### src/rtl/pgwin_pkg.sv
package pgwin_pkg;
    typedef enum logic [0:0] {
        WIN_OFF = 1'b0,
        WIN_ON  = 1'b1
    } win_mode_e;

    typedef enum logic [1:0] {
        SEL_NONE = 2'd0,
        SEL_PAGE = 2'd1,
        SEL_BANK = 2'd2,
        SEL_WIN  = 2'd3
    } bus_sel_e;
endpackage

### src/rtl/pgwin_decode.sv
module pgwin_decode
    import pgwin_pkg::*;
#(
    parameter int          CPU_AW   = 16,
    parameter int          OFS_BITS = 8,
    parameter logic [15:0] WIN_BASE = 16'hD600,
    parameter logic [15:0] PAGE_REG = 16'hD1E0,
    parameter logic [15:0] BANK_REG = 16'hD1E2
) (
    input  logic [CPU_AW-1:0] cpu_addr,
    input  win_mode_e         mode,
    output bus_sel_e          sel
);
    localparam int TAG_W = CPU_AW - OFS_BITS;
    localparam logic [TAG_W-1:0] WIN_TAG = WIN_BASE[CPU_AW-1:OFS_BITS];

    always_comb begin
        if (cpu_addr == PAGE_REG[CPU_AW-1:0])
            sel = SEL_PAGE;
        else if (cpu_addr == BANK_REG[CPU_AW-1:0])
            sel = SEL_BANK;
        else if (mode == WIN_ON && cpu_addr[CPU_AW-1:OFS_BITS] == WIN_TAG)
            sel = SEL_WIN;
        else
            sel = SEL_NONE;
    end
endmodule

### src/rtl/pgwin_regs.sv
module pgwin_regs
    import pgwin_pkg::*;
#(
    parameter int DW        = 8,
    parameter int BANK_BITS = 4,
    parameter int EN_BIT    = 4
) (
    input  logic                 clk,
    input  logic                 rst_n,
    input  logic                 ld_page,
    input  logic                 ld_bank,
    input  logic [DW-1:0]        wdata,
    output logic [DW-1:0]        page_q,
    output logic [BANK_BITS-1:0] bank_q,
    output win_mode_e            mode
);
    win_mode_e mode_nx;

    always_ff @(posedge clk or negedge rst_n) begin
        if (!rst_n) begin
            page_q <= '0;
            bank_q <= '0;
        end else begin
            if (ld_page) page_q <= wdata;
            if (ld_bank) bank_q <= wdata[BANK_BITS-1:0];
        end
    end

    always_ff @(posedge clk or negedge rst_n) begin
        if (!rst_n) mode <= WIN_OFF;
        else        mode <= mode_nx;
    end

    always_comb begin
        mode_nx = mode;
        unique case (mode)
            WIN_OFF: if (ld_bank && wdata[EN_BIT])  mode_nx = WIN_ON;
            WIN_ON:  if (ld_bank && !wdata[EN_BIT]) mode_nx = WIN_OFF;
            default: mode_nx = WIN_OFF;
        endcase
    end

    assert_page_load_R2: assert property (@(posedge clk) disable iff (!rst_n)
        ld_page |=> page_q == $past(wdata));

    assert_bank_hold_R3: assert property (@(posedge clk) disable iff (!rst_n)
        !ld_bank |=> $stable(bank_q) && $stable(mode));
endmodule

### src/rtl/page_window_ext.sv
module page_window_ext
    import pgwin_pkg::*;
#(
    parameter int          CPU_AW    = 16,
    parameter int          DW        = 8,
    parameter int          OFS_BITS  = 8,
    parameter int          BANK_BITS = 4,
    parameter int          EN_BIT    = 4,
    parameter logic [15:0] WIN_BASE  = 16'hD600,
    parameter logic [15:0] PAGE_REG  = 16'hD1E0,
    parameter logic [15:0] BANK_REG  = 16'hD1E2,
    localparam int         RAM_AW    = BANK_BITS + DW + OFS_BITS
) (
    input  logic              clk,
    input  logic              rst_n,
    input  logic              phase_hi,
    input  logic [CPU_AW-1:0] cpu_addr,
    input  logic [DW-1:0]     cpu_wdata,
    input  logic              cpu_rd,
    input  logic              cpu_wr,
    output logic [DW-1:0]     cpu_rdata,
    output logic              cpu_drive,
    output logic              win_claim,
    output logic [RAM_AW-1:0] ram_addr,
    input  logic [DW-1:0]     ram_rdata,
    output logic              ram_cs_n,
    output logic              ram_oe_n,
    output logic              ram_we_n
);
    bus_sel_e             sel;
    win_mode_e            mode;
    logic [DW-1:0]        page_q;
    logic [BANK_BITS-1:0] bank_q;
    logic [DW-1:0]        bank_rb;
    logic                 wr_phase;
    logic                 rd_phase;

    assign wr_phase = cpu_wr && phase_hi;
    assign rd_phase = cpu_rd && phase_hi;

    pgwin_decode #(
        .CPU_AW(CPU_AW), .OFS_BITS(OFS_BITS), .WIN_BASE(WIN_BASE),
        .PAGE_REG(PAGE_REG), .BANK_REG(BANK_REG)
    ) u_dec (
        .cpu_addr(cpu_addr), .mode(mode), .sel(sel)
    );

    pgwin_regs #(
        .DW(DW), .BANK_BITS(BANK_BITS), .EN_BIT(EN_BIT)
    ) u_regs (
        .clk(clk), .rst_n(rst_n),
        .ld_page(sel == SEL_PAGE && wr_phase),
        .ld_bank(sel == SEL_BANK && wr_phase),
        .wdata(cpu_wdata),
        .page_q(page_q), .bank_q(bank_q), .mode(mode)
    );

    always_comb begin
        bank_rb = '0;
        bank_rb[BANK_BITS-1:0] = bank_q;
        bank_rb[EN_BIT] = (mode == WIN_ON);
    end

    assign ram_addr = {bank_q, page_q, cpu_addr[OFS_BITS-1:0]};

    always_comb begin
        win_claim = 1'b0;
        ram_cs_n  = 1'b1;
        ram_oe_n  = 1'b1;
        ram_we_n  = 1'b1;
        cpu_drive = 1'b0;
        cpu_rdata = '0;
        unique case (sel)
            SEL_NONE: ;
            SEL_PAGE: begin
                cpu_drive = rd_phase;
                if (rd_phase) cpu_rdata = page_q;
            end
            SEL_BANK: begin
                cpu_drive = rd_phase;
                if (rd_phase) cpu_rdata = bank_rb;
            end
            SEL_WIN: begin
                win_claim = 1'b1;
                ram_cs_n  = 1'b0;
                ram_oe_n  = !rd_phase;
                ram_we_n  = !wr_phase;
                cpu_drive = rd_phase;
                if (rd_phase) cpu_rdata = ram_rdata;
            end
            default: ;
        endcase
    end

    assert_we_phase_R8: assert property (@(posedge clk) disable iff (!rst_n)
        !ram_we_n |-> phase_hi && cpu_wr && !ram_cs_n);

    assert_oe_we_excl_R7: assert property (@(posedge clk) disable iff (!rst_n)
        !(!ram_oe_n && !ram_we_n));

    assert_off_quiet_R6: assert property (@(posedge clk) disable iff (!rst_n)
        mode == WIN_OFF |-> ram_cs_n && ram_oe_n && ram_we_n && !win_claim);

    assert_drive_phase_R7: assert property (@(posedge clk) disable iff (!rst_n)
        cpu_drive |-> phase_hi && cpu_rd);
endmodule

### config.mk
export PLATFORM = sky130hd
export DESIGN_NAME = page_window_ext
export DESIGN_NICKNAME = d
export VERILOG_FILES = /design/src/rtl/pgwin_pkg.sv /design/src/rtl/pgwin_decode.sv /design/src/rtl/pgwin_regs.sv /design/src/rtl/page_window_ext.sv
export SDC_FILE = /design/constraint.sdc
export NUM_CORES = 1
export LEC_CHECK = 0
export ABC_AREA = 1
export BUFFER_PORTS_ARGS = -buffer_cell sky130_fd_sc_hd__buf_2
export CAP_MARGIN = 20
export CORE_ASPECT_RATIO = 1.5
export CORE_UTILIZATION = 44
export DETAILED_ROUTE_END_ITERATION = 10
export PLACE_DENSITY = 0.85
export SKIP_CTS_REPAIR_TIMING = 1
export SYNTH_ARGS = -nofsm -noshare
export SYNTH_HDL_FRONTEND = slang
export SYNTH_SLANG_ARGS = --single-unit
### constraint.sdc
create_clock -name clk -period 2 [get_ports clk]
set_input_delay 0.4 -clock clk [delete_from_list [all_inputs] [get_ports clk]]
set_output_delay 0.4 -clock clk [all_outputs]
set_load 0.02 [all_outputs]
==> results of run 1 <==
[through the flow]
stage / hold slack (ns) / worst slack (ns) / utilization / std cells / cell area, sq um
6_report: 0.341 / 0.136 / 0.651 / 238 / 1350
5_1_grt: 0.353 / 0.0103 / 0.651 / 238 / 1350
4_1_cts: -0.000945 / 0.104 / 0.644 / 237 / 1340
3_5_place_dp: 0.296 / 0.107 / 0.631 / 233 / 1310
3_3_place_gp: 0.293 / 0.131 / 0.631 / 233 / 1310
2_1_floorplan: 0.104 / 0.227 / - / 150 / 1000
[cell usage after synthesis (all sizes together)]
cell / instances
nand3: 26
nor2: 22
or2: 1
o21ai: 5
clkinv: 1
inv: 18
dfrtp: 13
nand4: 3
buf: 10
nand2: 50
nor3: 1
[worst min-delay path, cell delays in order]
cell	delay (ns)
buf_2	0.09
nand2_1	0.05
nand2_1	0.05
[layer usage]
metal	global-route usage	vias to the layer above
met2	0.382	37
met3	0.0110	5
met4	0.0857	0
met1	0.222	486
met5	0	-
li1	-	594
[cell type report]
cell class / instances / share of cell area
flip-flops and latches: 13 / 0.241
clock buffers: 4 / 0.0194
repair buffers: 72 / 0.274
well taps: 22 / 0.0204
inverters: 19 / 0.0537
multi-input cells: 108 / 0.392
[final timing paths]
| kind | end | cells after the start |
|---|---|---|
| max in group asynchronous | u_regs.page_q[7] | 2 |
| worst max-delay path | cpu_rdata[1] | 9 |
| min in group asynchronous | u_regs.bank_q[1] | 2 |
| worst max register to register | flop | 2 |
| worst min register to register | u_regs.page_q[1] | 2 |
| worst min-delay path | u_regs.bank_q[1] | 3 |
[sequential cells by signal, indices dropped and copies added, names as in the netlist, named ones only]
| signal | flops |
|---|---|
| u_regs.bank_q | 4 |
| u_regs.page_q | 8 |
[cells by family after synthesis]
group | share of synthesized area
AO/OA/AOI/OAI | 0.0250
buffers and inverters | 0.149
flip-flops | 0.325
AND/OR/NAND/NOR | 0.501
[power breakdown]
part	internal [mW]	total (mW)	switching, mW
clock network	0.0774	0.159	0.0817
logic	0.0388	0.0918	0.0530
registers	0.263	0.263	0.0000432
total	0.379	0.513	0.135
[cells in the final DEF (no fill, tap or decap), drive strengths merged]
cell	synthesis	layout
buf	10	71
nand2	50	50
nand3	26	26
nor2	22	22
inv	18	18
dfrtp	13	13
o21ai	5	5
clkbuf	0	4
nand4	3	3
or2	1	1
clkinv	1	1
nor3	1	1
dlygate4sd3	0	1
==> flow_metrics.py, run 1 <==
metrics = {
    "status": {
        "outcome": "finished, final reports clean",
    },
    "synthesis": {
        "ys_seq_area_frac": 0.325,
        "synth_cell_types": 19,
        "yosysTopAreaCellShare": 0.325,
        "ys_ff_latch": 13,
        "synth_nets": 187,
        "synth_area_leaders": "dfrtp_1 (33%), nand2_1 (17%), nand3_1 (10%)",
        "synth_area_per_cell_sq_um": 6.66,
        "synthCells": 150,
        "post-synth-top-area-cell": "dfrtp_1",
        "syn-cell-area_sq_um": 1000,
        "ys_warn_count": 0,
    },
    "clock_network": {
        "cts_inserted_buffers": 3,
        "htree_num_levels": 1,
        "cts_root_buf": "clkbuf_4",
        "clock-sinks": 13,
        "clk_pin_slew_worst_paths_ns": 0.07,
        "cts_max_path_buffers": 2,
        "clkLatencyLatePin_ns": 0.27,
        "cts_tree": "done",
    },
    "grt": {
        "gr-usage-all-layers": 0.205,
        "grt_remaining_overflow": 0,
        "grt_pass1_wl_microns": 3540,
        "grt_pass1_vias": 907,
        "antenna_found_initial": 0,
        "grt_max_degree": 14,
    },
    "power": {
        "totalPowerFinal_uw": 513,
        "peakVddDrop_v": 0.000294,
        "pwr_density_cell_mw_per_mm2": 380,
        "p_leak_nw": 0.909,
    },
    "critical_path": {
        "cp_slowest_cell": "nor2_2",
        "max_stage_delay_ns": 0.21,
        "critical_path.max_fanout": 7,
        "critPathTopFamily": "simple AND/OR/NAND/NOR gates",
        "path_buf_inv": 3,
        "crit_arrival_ns": 1.46,
        "regToRegSetupSlack_ns": 1.30,
        "startpoint": "cpu_addr[3]",
        "path_class": "primary input to primary output",
        "crit_required_ns": 1.60,
        "worst_setup_path_end_kind": "primary output",
        "crit_chain": "buf_2, nor2_1, nand2_1, nor2_2, nand2_4, clkinv_2, nand3_1, nand3_1, buf_2",
        "start_kind": "primary input",
    },
    "floorplan": {
        "start_util": 0.481,
        "pin_count": 70,
        "die_h_microns": 60.4,
        "core-area_sq_mm": 0.00208,
        "dieArea_sq_mm": 0.00247,
        "die_w_microns": 40.9,
        "num_rows": 20,
    },
    "sta": {
        "fin_tns_setup_ns": 0,
        "clock_skew_ns": 0,
        "hold_violations": 0,
        "slew_headroom": 0.778,
        "fin_crit_sh": 0.932,
        "final.min_clock_period_ns": 1.86,
        "worstMarginPinSlew_ns": 0.332,
        "slew_violations": 0,
        "setup_violations": 0,
        "fmax_ghz": 0.537,
        "rsz0062_at_grt": "no",
    },
    "min_path": {
        "worstHoldStart": "cpu_wdata[1]",
        "hp-class": "primary input to flop",
    },
    "finish": {
        "multi_input_area_sq_um": 531,
        "seq_area_sq_um": 325,
        "finalNetCount": 254,
        "syn_to_final_growth_pct": 35.3,
        "antenna_cells": 0,
        "layout-drive-gt1-share": 0.440,
        "nFillCells": 199,
    },
    "route": {
        "routed_wl_microns": 2510,
        "avgRoutedWirePerCell_microns": 10.6,
        "met2WireLength_microns": 1340,
        "wl_met1_microns": 976,
        "vias": 1122,
        "met3_length_microns": 154,
        "maxUsedRoutingLayer": "met4",
        "ant_nets": 0,
        "drc": 0,
        "vias_per_cell": 4.71,
        "drt_iter0_drc": 19,
        "dr.pass1.iters": 4,
    },
    "placement": {
        "gp_congestion": 0.732,
        "hpwl_microns": 2080,
        "numPortBuffers": 69,
    },
    "run": {
        "maxCapViolations": 0,
    },
}
(Power assumes the default switching activity.)
==> run 2: changes to the inputs <==
==> constraint.sdc (replaced) <==
create_clock -name clk -period 2 [get_ports clk]
set_input_delay 0.4 -clock clk [delete_from_list [all_inputs] [get_ports clk]]
set_output_delay 0.4 -clock clk [all_outputs]
set_load 0.1 [all_outputs]
==> run 2 against run 1 <==
  * The run now ends with hold timing, setup timing left
  * Highest routed layer unchanged
  * Worst setup slack worse by 0.22 ns
  * First-iteration DRC count grew to 3.2 times the previous value
  * Sequential cell count unchanged
  * Clock power hardly changed
  * Sequential share of layout area fell by 5.6 points
  * Core utilization rose by 21 points
  * Largest cell class unchanged
  * Clock skew stayed put
  * Critical endpoint is now cpu_rdata[2]
  * Global-route usage is 6.6 points higher
==> flow_metrics.py, run 2 (synthesis gave the netlist of run 1 again) <==
metrics = {
    "sta": {
        "fin_crit_sh": 1.04,
        "clock_skew_ns": 0,
        "hold_violations": 1,
        "setup_ws_ns": -0.0819,
        "slew_headroom": 0.668,
        "final.min_clock_period_ns": 2.08,
        "setup_violations": 4,
        "whs_ns": -0.000219,
        "slew_violations": 0,
        "fmax_ghz": 0.480,
        "worstMarginPinSlew_ns": 0.501,
    },
    "placement": {
        "gp_congestion": 0.772,
        "placedCellCount": 234,
        "numPortBuffers": 69,
        "dp_slack_ns": -0.00603,
        "hpwl_microns": 2570,
    },
    "grt": {
        "grt_pass1_wl_microns": 4550,
        "grt_remaining_overflow": 0,
        "grt_pass1_vias": 1114,
        "antenna_found_initial": 0,
        "gr-usage-all-layers": 0.271,
        "grt_max_degree": 14,
    },
    "run": {
        "maxCapViolations": 0,
    },
    "floorplan": {
        "die_w_microns": 40.9,
        "pin_count": 70,
        "start_util": 0.481,
        "die_h_microns": 60.4,
        "core-area_sq_mm": 0.00208,
        "dieArea_sq_mm": 0.00247,
        "num_rows": 20,
    },
    "finish": {
        "multi_input_area_sq_um": 697,
        "finalNonFillerCells": 242,
        "antenna_cells": 0,
        "final_cell_mix": "buf_2 (54), nand2_1 (35), nand3_1 (14)",
        "final_common_cell": "buf_2",
        "seq_area_sq_um": 328,
        "largest-register": "u_regs.page_q",
        "finalNetCount": 258,
        "largest_reg_flops": 8,
        "syn_to_final_growth_pct": 78.0,
        "top_regs": "u_regs.page_q (8), u_regs.bank_q (4)",
        "layout-drive-gt1-share": 0.586,
        "nFillCells": 108,
    },
    "critical_path": {
        "max_stage_delay_ns": 0.46,
        "crit_required_ns": 1.60,
        "cp_slowest_cell": "dfrtp_1",
        "path_class": "flop to primary output",
        "crit_chain": "nand2_2, nor2_4, nand2_8, nor2_1, nor2_2, nor2_4, buf_12",
        "worstRegToRegCells": 2,
        "crit_arrival_ns": 1.68,
        "worst_setup_path_end_kind": "primary output",
        "critical_path.max_fanout": 5,
        "start_kind": "flop",
        "crit_top_cell": "nor2_4",
        "crit_end": "cpu_rdata[2]",
        "critPathTopFamily": "simple AND/OR/NAND/NOR gates",
        "regToRegSetupSlack_ns": 1.25,
        "path_buf_inv": 1,
        "worstSetupPathDepth": 7,
    },
    "status": {
        "outcome": "finished, violations left",
        "violations": "hold timing, setup timing",
    },
    "route": {
        "vias": 1325,
        "drt_iter0_drc": 60,
        "routed_wl_microns": 4020,
        "ant_nets": 0,
        "dr.pass1.iters": 4,
        "vias_per_cell": 5.48,
        "avgRoutedWirePerCell_microns": 16.6,
        "drc": 0,
    },
    "power": {
        "p_int_uw": 384,
        "peakVddDrop_v": 0.000375,
        "power_frac_seq": 0.448,
        "clkPwrFrac": 0.269,
        "p_leak_nw": 1.03,
        "pwr-share-comb": 0.282,
        "totalPowerFinal_uw": 586,
        "power.switching_uw": 202,
        "swShare": 0.345,
        "pwr_density_cell_mw_per_mm2": 329,
    },
    "min_path": {
        "hp-class": "primary input to asynchronous set/reset pin",
    },
    "clock_network": {
        "clock-sinks": 13,
        "clkLatencyLatePin_ns": 0.27,
        "cts_tree": "done",
        "cts_max_path_buffers": 2,
        "cts_inserted_buffers": 3,
        "clk_pin_slew_worst_paths_ns": 0.07,
        "htree_num_levels": 1,
        "cts_root_buf": "clkbuf_4",
    },
}
[run 2: changes by cell type in the layout (fill, tap and decap cells not counted), moves of 5 or more]
cell and delta:
nor2_1 -5, nand3_1 -6, nand2_4 +7, nand2_1 -10, buf_2 -15, buf_12 +13
nand3_2 +5, nor2_4 +7
[run 2: worst min-delay path by stage]
stage / start / to / slack (ns) / cells past startpoint
final: rst_n / u_regs.page_q[2] / -0.0002 / 1
after global routing: rst_n / u_regs.page_q[2] / 0.004 / 1
after CTS: rst_n / u_regs.bank_q[0] / 0.005 / 1
after detailed placement: rst_n / u_regs.page_q[0] / 0.30 / 1
after global placement: rst_n / u_regs.bank_q[0] / 0.29 / 1
after floorplan: rst_n / asynchronous set/reset pin / 0.10 / 0
[run 2: metal layers]
metal / global-route usage / share of wire
met1: 0.282 / 0.33
met2: 0.489 / 0.54
met3: 0.0293 / 0.085
met4: 0.152 / 0.050
met5: 0 / 0
[run 2: cell type report]
cell class,instances,share of cell area
multi-input cells,108,0.392
flip-flops and latches,13,0.184
clock buffers,4,0.0148
inverters,19,0.0513
well taps,22,0.0155
repair buffers,76,0.342
[run 2: through the flow]
stage	cell area [sq um]	utilization	setup TNS [ns]	hold slack, ns
after global routing	1780	0.857	-0.360	0.00435
after CTS	1640	0.787	-0.0503	0.00526
after floorplan	1090	-	-0.431	0.104
final	1780	0.857	-0.137	-0.000219
after global placement	1610	0.775	0	0.291
after detailed placement	1610	0.775	-0.00603	0.297
[run 2: power by group through the flow]
stage | clock network [mW] | registers, mW | logic [mW]
after floorplan | 0 | 0.268 | 0.103
after global placement | 0 | 0.268 | 0.145
after detailed placement | 0 | 0.268 | 0.149
after CTS | 0.161 | 0.263 | 0.149
after global routing | 0.173 | 0.263 | 0.174
final | 0.158 | 0.263 | 0.165
